--- src/rtl/hb_pkg.sv ---
package hb_pkg;
  typedef enum logic [1:0] {
    PR_ZTOP = 2'd0,
    PR_POS  = 2'd1,
    PR_NEG  = 2'd2,
    PR_ZBOT = 2'd3
  } pair_e;

  localparam int N_GROUPS = 14;

  // Bit k-1 of a mask is interconnect switch k.
  // First ten entries: capacitor shorts and opposition; last four: leg pairs.
  localparam logic [7:0] BAD_MASK [N_GROUPS] = '{
    8'h39, 8'hC9, 8'h36, 8'hC6, 8'h9C,
    8'h93, 8'h63, 8'h6C, 8'h69, 8'h96,
    8'h05, 8'h0A, 8'h50, 8'hA0
  };

  function automatic logic [3:0] pair_gates(pair_e p);
    logic [3:0] g;
    case (p)
      PR_ZTOP: g = 4'b0011;
      PR_POS:  g = 4'b1001;
      PR_NEG:  g = 4'b0110;
      default: g = 4'b1100;
    endcase
    return g;
  endfunction

  function automatic logic [7:0] link_vec(logic [3:0] up, logic [3:0] lo,
                                          logic [3:0] iu, logic [3:0] il);
    logic [7:0] v;
    v[0] = up[1];
    v[2] = up[3];
    v[1] = lo[0];
    v[3] = lo[2];
    v[4] = iu[1];
    v[6] = iu[3];
    v[5] = il[0];
    v[7] = il[2];
    return v;
  endfunction
endpackage

--- src/rtl/hb_mode_sel.sv ---
module hb_mode_sel
  import hb_pkg::*;
#(
  parameter int REF_W  = 12,
  parameter int FRAC_W = 8,
  parameter int VDC_W  = 12
) (
  input  logic [REF_W-1:0]  ref_lvl,
  input  logic              cur_pos,
  input  logic              volt_pos,
  input  logic              sign_from_volt,
  input  logic [VDC_W-1:0]  vdc_upper,
  input  logic [VDC_W-1:0]  vdc_lower,
  output logic              pwm_is_lower,
  output logic              const_zero,
  output pair_e             act_code,
  output logic [FRAC_W-1:0] duty
);
  localparam int MW = REF_W + 1;
  localparam logic [MW-1:0] ONE = MW'(1) << FRAC_W;
  localparam logic [MW-1:0] DUTY_MAX = ONE - MW'(1);

  logic          neg, hi, charge, weak_is_lower, i_sign;
  logic [MW-1:0] mag, excess;

  always_comb begin
    neg    = ref_lvl[REF_W-1];
    mag    = neg ? (MW'(0) - {1'b1, ref_lvl}) : {1'b0, ref_lvl};
    hi     = (mag >= ONE);
    excess = mag - ONE;
    i_sign = sign_from_volt ? volt_pos : cur_pos;
    charge = (!neg) == i_sign;
    weak_is_lower = (vdc_upper > vdc_lower);
    if (hi) pwm_is_lower = charge ? !weak_is_lower : weak_is_lower;
    else    pwm_is_lower = charge ? weak_is_lower : !weak_is_lower;
    const_zero = !hi;
    act_code   = neg ? PR_NEG : PR_POS;
    if (!hi)                  duty = mag[FRAC_W-1:0];
    else if (excess > DUTY_MAX) duty = DUTY_MAX[FRAC_W-1:0];
    else                      duty = excess[FRAC_W-1:0];
  end
endmodule

--- src/rtl/hb_safe_chk.sv ---
module hb_safe_chk
  import hb_pkg::*;
(
  input  pair_e up_code,
  input  pair_e lo_code,
  input  pair_e inv_up_code,
  input  pair_e inv_lo_code,
  output logic  safe
);
  logic [7:0]          vec;
  logic [N_GROUPS-1:0] hit;

  assign vec = link_vec(pair_gates(up_code), pair_gates(lo_code),
                        pair_gates(inv_up_code), pair_gates(inv_lo_code));

  for (genvar g = 0; g < N_GROUPS; g++) begin : g_grp
    assign hit[g] = ((vec & BAD_MASK[g]) == BAD_MASK[g]);
  end

  assign safe = ~|hit;
endmodule

--- src/rtl/hb_realize.sv ---
module hb_realize
  import hb_pkg::*;
(
  input  logic  pwm_is_lower,
  input  logic  const_zero,
  input  pair_e act_code,
  input  pair_e inv_up_code,
  input  pair_e inv_lo_code,
  output pair_e up_on,
  output pair_e up_off,
  output pair_e lo_on,
  output pair_e lo_off,
  output logic  found
);
  localparam int N_CAND = 4;

  pair_e c_up_on [N_CAND];
  pair_e c_up_off[N_CAND];
  pair_e c_lo_on [N_CAND];
  pair_e c_lo_off[N_CAND];
  logic  ok_on [N_CAND];
  logic  ok_off[N_CAND];

  for (genvar j = 0; j < N_CAND; j++) begin : g_cand
    pair_e fix_code, zero_code;
    assign fix_code  = const_zero ? ((j >= 2) ? PR_ZBOT : PR_ZTOP) : act_code;
    assign zero_code = ((j % 2) == 1) ? PR_ZBOT : PR_ZTOP;
    assign c_up_on[j]  = pwm_is_lower ? fix_code : act_code;
    assign c_up_off[j] = pwm_is_lower ? fix_code : zero_code;
    assign c_lo_on[j]  = pwm_is_lower ? act_code : fix_code;
    assign c_lo_off[j] = pwm_is_lower ? zero_code : fix_code;

    hb_safe_chk u_chk_on (
      .up_code(c_up_on[j]), .lo_code(c_lo_on[j]),
      .inv_up_code(inv_up_code), .inv_lo_code(inv_lo_code), .safe(ok_on[j]));
    hb_safe_chk u_chk_off (
      .up_code(c_up_off[j]), .lo_code(c_lo_off[j]),
      .inv_up_code(inv_up_code), .inv_lo_code(inv_lo_code), .safe(ok_off[j]));
  end

  always_comb begin
    found  = 1'b0;
    up_on  = PR_ZTOP;
    up_off = PR_ZTOP;
    lo_on  = PR_ZTOP;
    lo_off = PR_ZTOP;
    for (int j = N_CAND - 1; j >= 0; j--) begin
      if (ok_on[j] && ok_off[j]) begin
        found  = 1'b1;
        up_on  = c_up_on[j];
        up_off = c_up_off[j];
        lo_on  = c_lo_on[j];
        lo_off = c_lo_off[j];
      end
    end
  end
endmodule

--- src/rtl/hb_cell_mode_assigner.sv ---
module hb_cell_mode_assigner
  import hb_pkg::*;
#(
  parameter int REF_W  = 12,
  parameter int FRAC_W = 8,
  parameter int VDC_W  = 12
) (
  input  logic              clk,
  input  logic              rst_n,
  input  logic              period_strobe,
  input  logic [REF_W-1:0]  ref_lvl,
  input  logic              cur_pos,
  input  logic              volt_pos,
  input  logic              sign_from_volt,
  input  logic [VDC_W-1:0]  vdc_upper,
  input  logic [VDC_W-1:0]  vdc_lower,
  input  logic [1:0]        inv_upper_code,
  input  logic [1:0]        inv_lower_code,
  output logic [3:0]        rect_upper_gate_on,
  output logic [3:0]        rect_upper_gate_off,
  output logic [3:0]        rect_lower_gate_on,
  output logic [3:0]        rect_lower_gate_off,
  output logic              pwm_cell,
  output logic [FRAC_W-1:0] pwm_duty,
  output logic              no_safe_fault
);
  logic              sel_lower, sel_czero, found;
  pair_e             sel_act, r_up_on, r_up_off, r_lo_on, r_lo_off;
  logic [FRAC_W-1:0] sel_duty;
  pair_e             inv_up, inv_lo;
  pair_e             inv_up_q, inv_lo_q;

  assign inv_up = pair_e'(inv_upper_code);
  assign inv_lo = pair_e'(inv_lower_code);

  hb_mode_sel #(.REF_W(REF_W), .FRAC_W(FRAC_W), .VDC_W(VDC_W)) u_mode (
    .ref_lvl(ref_lvl), .cur_pos(cur_pos), .volt_pos(volt_pos),
    .sign_from_volt(sign_from_volt), .vdc_upper(vdc_upper),
    .vdc_lower(vdc_lower), .pwm_is_lower(sel_lower), .const_zero(sel_czero),
    .act_code(sel_act), .duty(sel_duty));

  hb_realize u_real (
    .pwm_is_lower(sel_lower), .const_zero(sel_czero), .act_code(sel_act),
    .inv_up_code(inv_up), .inv_lo_code(inv_lo),
    .up_on(r_up_on), .up_off(r_up_off), .lo_on(r_lo_on), .lo_off(r_lo_off),
    .found(found));

  always_ff @(posedge clk or negedge rst_n) begin
    if (!rst_n) begin
      rect_upper_gate_on  <= '0;
      rect_upper_gate_off <= '0;
      rect_lower_gate_on  <= '0;
      rect_lower_gate_off <= '0;
      pwm_cell            <= 1'b0;
      pwm_duty            <= '0;
      no_safe_fault       <= 1'b0;
      inv_up_q            <= PR_ZTOP;
      inv_lo_q            <= PR_ZTOP;
    end else if (period_strobe) begin
      inv_up_q      <= inv_up;
      inv_lo_q      <= inv_lo;
      pwm_cell      <= sel_lower;
      pwm_duty      <= sel_duty;
      no_safe_fault <= !found;
      if (found) begin
        rect_upper_gate_on  <= pair_gates(r_up_on);
        rect_upper_gate_off <= pair_gates(r_up_off);
        rect_lower_gate_on  <= pair_gates(r_lo_on);
        rect_lower_gate_off <= pair_gates(r_lo_off);
      end else begin
        rect_upper_gate_on  <= '0;
        rect_upper_gate_off <= '0;
        rect_lower_gate_on  <= '0;
        rect_lower_gate_off <= '0;
      end
    end
  end

  // Checks on the registered outputs against the latched load-side codes
  logic [7:0] chk_vec_on, chk_vec_off;
  logic       bad_on, bad_off;
  always_comb begin
    chk_vec_on  = link_vec(rect_upper_gate_on, rect_lower_gate_on,
                           pair_gates(inv_up_q), pair_gates(inv_lo_q));
    chk_vec_off = link_vec(rect_upper_gate_off, rect_lower_gate_off,
                           pair_gates(inv_up_q), pair_gates(inv_lo_q));
    bad_on  = 1'b0;
    bad_off = 1'b0;
    for (int g = 0; g < N_GROUPS; g++) begin
      if ((chk_vec_on & BAD_MASK[g]) == BAD_MASK[g])   bad_on  = 1'b1;
      if ((chk_vec_off & BAD_MASK[g]) == BAD_MASK[g])  bad_off = 1'b1;
    end
  end

  assert_no_short_R7: assert property (@(posedge clk) disable iff (!rst_n)
    !no_safe_fault |-> (!bad_on && !bad_off));

  assert_fault_gates_off_R9: assert property (@(posedge clk) disable iff (!rst_n)
    no_safe_fault |-> ({rect_upper_gate_on, rect_upper_gate_off,
                        rect_lower_gate_on, rect_lower_gate_off} == 16'h0));

  assert_hold_between_strobes_R2: assert property (@(posedge clk) disable iff (!rst_n)
    !period_strobe |=> $stable({rect_upper_gate_on, rect_upper_gate_off,
                                rect_lower_gate_on, rect_lower_gate_off,
                                pwm_cell, pwm_duty, no_safe_fault}));

  assert_fixed_cell_steady_R6: assert property (@(posedge clk) disable iff (!rst_n)
    !no_safe_fault |-> (pwm_cell ? (rect_upper_gate_on == rect_upper_gate_off)
                                 : (rect_lower_gate_on == rect_lower_gate_off)));

  assert_one_pulsed_cell_R3: assert property (@(posedge clk) disable iff (!rst_n)
    (!no_safe_fault && rect_upper_gate_on != 4'h0) |->
      (pwm_cell ? (rect_lower_gate_on != rect_lower_gate_off)
                : (rect_upper_gate_on != rect_upper_gate_off)));
endmodule

--- config.mk ---
export PLATFORM = sky130hd
export DESIGN_NAME = hb_cell_mode_assigner
export DESIGN_NICKNAME = d
export VERILOG_FILES = /design/src/rtl/hb_pkg.sv /design/src/rtl/hb_mode_sel.sv /design/src/rtl/hb_safe_chk.sv /design/src/rtl/hb_realize.sv /design/src/rtl/hb_cell_mode_assigner.sv
export SDC_FILE = /design/constraint.sdc
export NUM_CORES = 1
export LEC_CHECK = 0
export BUFFER_PORTS_ARGS = -buffer_cell sky130_fd_sc_hd__buf_4
export CORE_MARGIN = 2
export CORE_UTILIZATION = 35
export CTS_CLUSTER_SIZE = 12
export DETAILED_ROUTE_END_ITERATION = 6
export PLACE_DENSITY_LB_ADDON = 0.12
export SYNTH_ARGS = -nofsm -noshare
export SYNTH_HDL_FRONTEND = slang
export SYNTH_SLANG_ARGS = --single-unit
export TNS_END_PERCENT = 10
--- constraint.sdc ---
create_clock -name clk -period 1.87 [get_ports clk]
set_clock_uncertainty 0.2 [all_clocks]
set_input_delay 0.0935 -clock clk [delete_from_list [all_inputs] [get_ports clk]]
set_output_delay 0.0935 -clock clk [all_outputs]
set_load 0.05 [all_outputs]
# == Word level (Yosys, flattened, before mapping) ==
# Cells that the tools add are included.
# totals
register_bits,26
out_inout_bits,26
input_bits,46
# op_classes
n_reduce_logical,37
n_eq_ne,111
addsub,2
order_cmp,3
muxes,64
# op_table
operator,n
$eq A4 B4 Y1 const B,60
$pmux W4 S3,11
$reduce_or A14 Y1,6
$eq A2 B2 Y1 const B,32
$pmux W3 S3,7
$mux W2,31
$eq A2 B1 Y1 const B,18
$logic_not A2 Y1,18
$mux W4,4
$mux W8,2
$ge A13 B9 Y1 const B,1
$gt A13 B8 Y1 const B,1
$mux W13,1
$sub A1 B13 Y13 const A,1
$sub A13 B9 Y13 const B,1
$gt A12 B12 Y1,1
$logic_not A1 Y1,9
$mux W1,8
$logic_and A1 B1 Y1,4
$eq A1 B1 Y1,1

# == Logic depth before layout (Yosys ltp) ==
# logic_depth
word_depth,18
depth_mapped,15
ltp_nobuf,13

# == By module ==
# A second synthesis with hierarchy kept.
# hier_totals
hier_cells,320
hier_area_um2,2839.0
# modules_own_cells
module,area_each_um2,instances,cells_per_inst
hb_cell_mode_assigner,1087.3,1,92
hb_mode_sel,938.4,1,127
hb_safe_chk,51.3,8,5
hb_realize,402.9,1,61

# == Worst setup path before layout ==
# No wires, ideal clock.
# synth_timing
kind,in2reg
from,input port ref_lvl[0]
to,register rect_upper_gate_off[2]
path_buffers,1
cell_stages,14
t_arrival_ps,2743
path_slack_ps,-1148
setup_time_ps,75
path_cell_list,inv_1 > ha_1 > or3b_2 > o21ai_0 > xnor2_1 > ha_1 > and3_1 > and4_1 > a41o_1 > nor2_2 > buf_6 > or3_1 > a32o_1 > o2bb2ai_2
# synth_via
elab_chain_len,18
elab_cells_between_ends,167
# synth_lines
element,line_no,text
from (decl),hb_cell_mode_assigner.sv:11,"input logic [REF_W-1:0] ref_lvl,"
$sub A1 B13 Y13,hb_mode_sel.sv:28,"mag = neg ? (MW'(0) - {1'b1, ref_lvl}) : {1'b0, ref_lvl};"
$mux W13 (*),hb_mode_sel.sv:28,
$ge A13 B9 Y1 (*),hb_mode_sel.sv:29,hi = (mag >= ONE);
$mux W2 or $mux W1 (tied branches),"hb_realize.sv:26, hb_mode_sel.sv:34",
"$mux W2, on equally long branches",--,
$eq A2 B2 Y1 (tied with other cells),hb_pkg.sv:21,case (p)
$pmux W4 S3 or $pmux W3 S3 (tied branches),hb_pkg.sv:21,
$eq A4 B4 Y1 or $eq A2 B2 Y1 (tied branches),hb_safe_chk.sv:17,assign hit[g] = ((vec & BAD_MASK[g]) == BAD_MASK[g]);
$reduce_or A14 Y1,hb_safe_chk.sv:20,assign safe = ~|hit;
$logic_not A1 Y1,hb_safe_chk.sv:20,
$logic_and A1 B1 Y1,hb_realize.sv:48,if (ok_on[j] && ok_off[j]) begin
$mux W2 (4 in series),hb_realize.sv:48,
$eq A2 B2 Y1 (tied with other cells),hb_pkg.sv:21,
$pmux W4 S3,hb_pkg.sv:21,
$mux W4 (*),hb_cell_mode_assigner.sv:65,if (found) begin
to (signal assigned),hb_cell_mode_assigner.sv:67,rect_upper_gate_off <= pair_gates(r_up_off);
to (decl),hb_cell_mode_assigner.sv:20,"output logic [3:0] rect_upper_gate_off,"
# Mark *: on every way between the ends. The rest lies on a longest branch, timed or not.
# A chain may end at the register's enable or synchronous reset.

# == Final worst setup path ==
# layout_timing
from,input port ref_lvl[3]
to,register rect_lower_gate_off[3]
# layout_via
elab_chain_len,18
elab_cells_between_ends,167
# layout_lines
element,line_no,text
$sub A1 B13 Y13,hb_mode_sel.sv:28,
$mux W13 (*),hb_mode_sel.sv:28,
$ge A13 B9 Y1 (*),hb_mode_sel.sv:29,
$mux W2 or $mux W1 (tied branches),"hb_realize.sv:26, hb_mode_sel.sv:34",
"$mux W2, on equally long branches",--,
$eq A2 B2 Y1 (tied with other cells),hb_pkg.sv:21,
$pmux W4 S3 or $pmux W3 S3 (tied branches),hb_pkg.sv:21,
$eq A4 B4 Y1 or $eq A2 B2 Y1 (tied branches),hb_safe_chk.sv:17,
$reduce_or A14 Y1,hb_safe_chk.sv:20,
$logic_not A1 Y1,hb_safe_chk.sv:20,
$logic_and A1 B1 Y1,hb_realize.sv:48,
$mux W2 (4 in series),hb_realize.sv:48,
$eq A2 B2 Y1 (tied with other cells),hb_pkg.sv:21,
$pmux W4 S3,hb_pkg.sv:21,
$mux W4 (*),hb_cell_mode_assigner.sv:65,
to (signal assigned),hb_cell_mode_assigner.sv:69,rect_lower_gate_off <= pair_gates(r_lo_off);
to (decl),hb_cell_mode_assigner.sv:22,"output logic [3:0] rect_lower_gate_off,"
# Marked as above.

==> results.sh <==
export IMPL_syn_inst=242
export IMPL_synth_top_cell_area_share=0.3082
export IMPL_clk_path_buf_depth=2
export IMPL_synth_adder_area_share=0.08299
export IMPL_io_buffers=69
export IMPL_clk_pin_slew_ps=90
export IMPL_synth_cell_types=61
export IMPL_fin_ws_ps=-725.6
export IMPL_sw_frac_of_total=0.3714
export IMPL_synthTopCellsByArea="dfrtp_1 (31%), ha_1 (8.3%), nor2_1 (5.0%), a31oi_1 (4.1%), xnor2_1 (3.7%)"
export IMPL_async_reset_ff_frac=1.000
export IMPL_syn_area_mm2=0.002111
export IMPL_clkLatencyLatePin_ps=270
export IMPL_post_route_min_period_ps=2596
export IMPL_grt_ovfl_total=0
export IMPL_wl_per_cell_um=13.68
export IMPL_dieArea_mm2=0.006668
export IMPL_drt_pass1_iter_count=4
export IMPL_min_path_type="in -> reg"
export IMPL_wirelength_um=5910
export IMPL_fin_nets=418
export IMPL_hold_end="rect_lower_gate_off[2]$_DFFE_PN0P_"
export IMPL_peakVddDrop_v=0.0006677
export IMPL_dp_slack_ps=-1106
export IMPL_p_leak_nw=1.524
export IMPL_r2r_start="pwm_cell$_DFFE_PN0P_"
export IMPL_synth_compound_area_frac=0.2774
export IMPL_cp_end_kind="flip-flop"
export IMPL_final_common_cell="buf_4"
export IMPL_layout_cells_most_common_list="buf_4 (117), nor2_1 (28), dfrtp_1 (26)"
export IMPL_synth_top_cell_by_area="dfrtp_1"
export IMPL_vias_per_cell=5.088
export IMPL_ys_seq_area_frac=0.3082
export IMPL_required_ps=1880
export IMPL_highest_layer="met4"
export IMPL_cts_tree="built"
export IMPL_fmax_mhz=385.3
export IMPL_reg2reg_slack_ps=920
export IMPL_yosys_area_share_simple=0.1784
export IMPL_route_met3_wl_um=153
export IMPL_crit_type="in -> reg"
export IMPL_met2WireLength_um=3066
export IMPL_finalPower_mw=2.119
export IMPL_cap_viol_max_count=0
export IMPL_cts_sinks=26
export IMPL_worstReg2RegEnd="pwm_cell$_DFFE_PN0P_"
export IMPL_antenna_found_initial=0
export IMPL_drv_slew=0
export IMPL_fin_crit_sh=1.388
export IMPL_avgSynthCellArea_um2=8.722
export IMPL_n_antenna_cell=0
export IMPL_synth_fp_nets=302
export IMPL_combPwrFrac=0.466
export IMPL_synth_mux_area_fraction=0.02905
export IMPL_pwr_share_seq=0.313
export IMPL_io_pins=72
export IMPL_synth_ff_type="dfrtp_1"
export IMPL_rsz0062_at_grt="yes"
export IMPL_p_per_area_mw_per_mm2=640.9
export IMPL_cp_start_kind="input port"
export IMPL_synth_edf_count=0
export IMPL_start_util=0.3586
export IMPL_p_clk_frac=0.221
export IMPL_fillCellCount=591
export IMPL_cts_root_buf="clkbuf_8"
export IMPL_syn_to_final_growth_pct=56.61
export IMPL_drive_gt1_frac=0.4426
export IMPL_ant_nets=0
export IMPL_rr_worst_depth=1
export IMPL_drc=0
export IMPL_hold_depth=2
export IMPL_placed_area_mm2=0.003094
export IMPL_wirelength_met1_um=2663
export IMPL_vias=2198
export IMPL_stdcell_count=432
export IMPL_p_sw_mw=0.7868
export IMPL_drtIter0Drc=105
export IMPL_fin_util=0.5617
export IMPL_ys_ff_latch=26
export IMPL_crit_fanout=5
export IMPL_setup_viol=26
export IMPL_numCtsBuffers=3
export IMPL_internal_power_mw=1.332
export IMPL_crit_arrival_ps=2600
export IMPL_fp_dieH_um=81.66
export IMPL_fin_area_mm2=0.003306
export IMPL_grtUsageTotal=0.1832
export IMPL_row_count=28
export IMPL_synthXorXnorAreaFrac=0.05394
export IMPL_grt_pass1_wl_um=9860
export IMPL_globalplace_congestion=0.8572
export IMPL_dpl_cell_count=424
export IMPL_grt_pass1_vias=2175
export IMPL_worst_pin_slew_ps=472.3
export IMPL_synth_top_family_by_area="compound AO/OA/AOI/OAI gates"
export IMPL_grt_max_degree=36
export IMPL_worst_hold_slack_ps=37.50
export IMPL_yosysWarnings=0
export IMPL_violations="negative setup slack"
export IMPL_hold_viol_final=0
export IMPL_htreeDepth=1
export IMPL_core_region_area_mm2=0.005886
export IMPL_dp_hpwl_um=4501
export IMPL_setup_tns_ps=-15490
export IMPL_die_w_um=81.66
export IMPL_holdCritStartpoint="period_strobe"
export IMPL_relSlewSlack=0.6829
export IMPL_status="complete, but fails checks"
## power by group through the flow
| stage | clock network (mW) | logic, mW | registers [mW] |
|---|---|---|---|
| 4_1_cts | 0.480 | 0.973 | 0.665 |
| 6_report | 0.468 | 0.987 | 0.664 |
| 3_5_place_dp | 0 | 0.948 | 0.675 |
| 5_1_grt | 0.505 | 1.07 | 0.671 |
| 3_3_place_gp | 0 | 0.935 | 0.673 |
| 2_1_floorplan | 0 | 0.325 | 0.899 |
## state kept, by name, indices dropped and copies added (netlist names)
register / flops
rect_upper_gate_on: 4
rect_upper_gate_off: 4
no_safe_fault: 1
rect_lower_gate_off: 4
pwm_duty: 8
pwm_cell: 1
rect_lower_gate_on: 4
## how the worst max path moves through the flow
stage	start	depth (start not counted)	to
4_1_cts	ref_lvl[3]	13	pwm_cell$_DFFE_PN0P_
5_1_grt	ref_lvl[3]	12	rect_lower_gate_off[3]$_DFFE_PN0P_
6_report	ref_lvl[3]	12	rect_lower_gate_off[3]$_DFFE_PN0P_
3_3_place_gp	ref_lvl[1]	15	rect_lower_gate_off[3]$_DFFE_PN0P_
2_1_floorplan	ref_lvl[1]	14	rect_upper_gate_off[2]$_DFFE_PN0P_
3_5_place_dp	ref_lvl[1]	15	rect_lower_gate_off[3]$_DFFE_PN0P_
## routing by layer
metal  track usage  vias up
li1              -     1130
met1        0.2431     1035
met2        0.3262       31
met3       0.01429        2
met4       0.03667        0
met5             0        -
## what timing repair did
action | in CTS | in global routing
endpoints found under the setup margin | 26 | 26
hold endpoints to repair | 27 | 0
pin swaps | 7 | 4
buffers inserted | 2 | 0
hold buffers | 2 | 0
gates resized for setup | 14 | 10
gates cloned | 0 | 1
## cell type report
cell class	instances	area, um2	share of cell area
sequential	26	650.6	0.1968
timing repair buffer	124	954.7	0.2888
inverter	20	95.09	0.02877
tap	75	93.84	0.02839
clock inverter	1	30.03	0.009084
multi-input combinational	183	1440	0.4357
clock buffer	3	41.29	0.01249
## synthesized netlist by cell type, drive strengths merged, types with 2 or more instances
cell type,count
nand3,4
a32oi,2
o21a,5
nor2b,5
mux2i,5
nand4,4
nand2,9
dfrtp,26
o211ai,3
o31ai,3
o21ai,11
a31o,2
a21o,2
nor2,29
ha,14
clkbuf,8
nor3,4
xor2,4
a32o,3
buf,6
inv,20
a22o,2
o2bb2ai,6
or3,3
xnor2,9
a211oi,2
a21oi,13
or3b,2
a31oi,14
## worst max-delay path, cell delays in order
cell	delay, ps
buf_6	100
or4_4	550
o21ai_4	180
xnor2_2	130
ha_2	190
and3_1	130
and4_1	200
a41o_4	230
nor2_4	50
or3_4	370
a32o_1	260
o2bb2ai_2	100
## cell families (layout without fill, tap and decap cells)
group	after synthesis	after routing
compound gates	79	79
mux	6	6
xor+xnor	13	13
simple gates	70	71
buf+inv	34	148
flops	26	26
fa+ha+maj	14	14
Note: power is estimated with default switching activity, not from simulation.
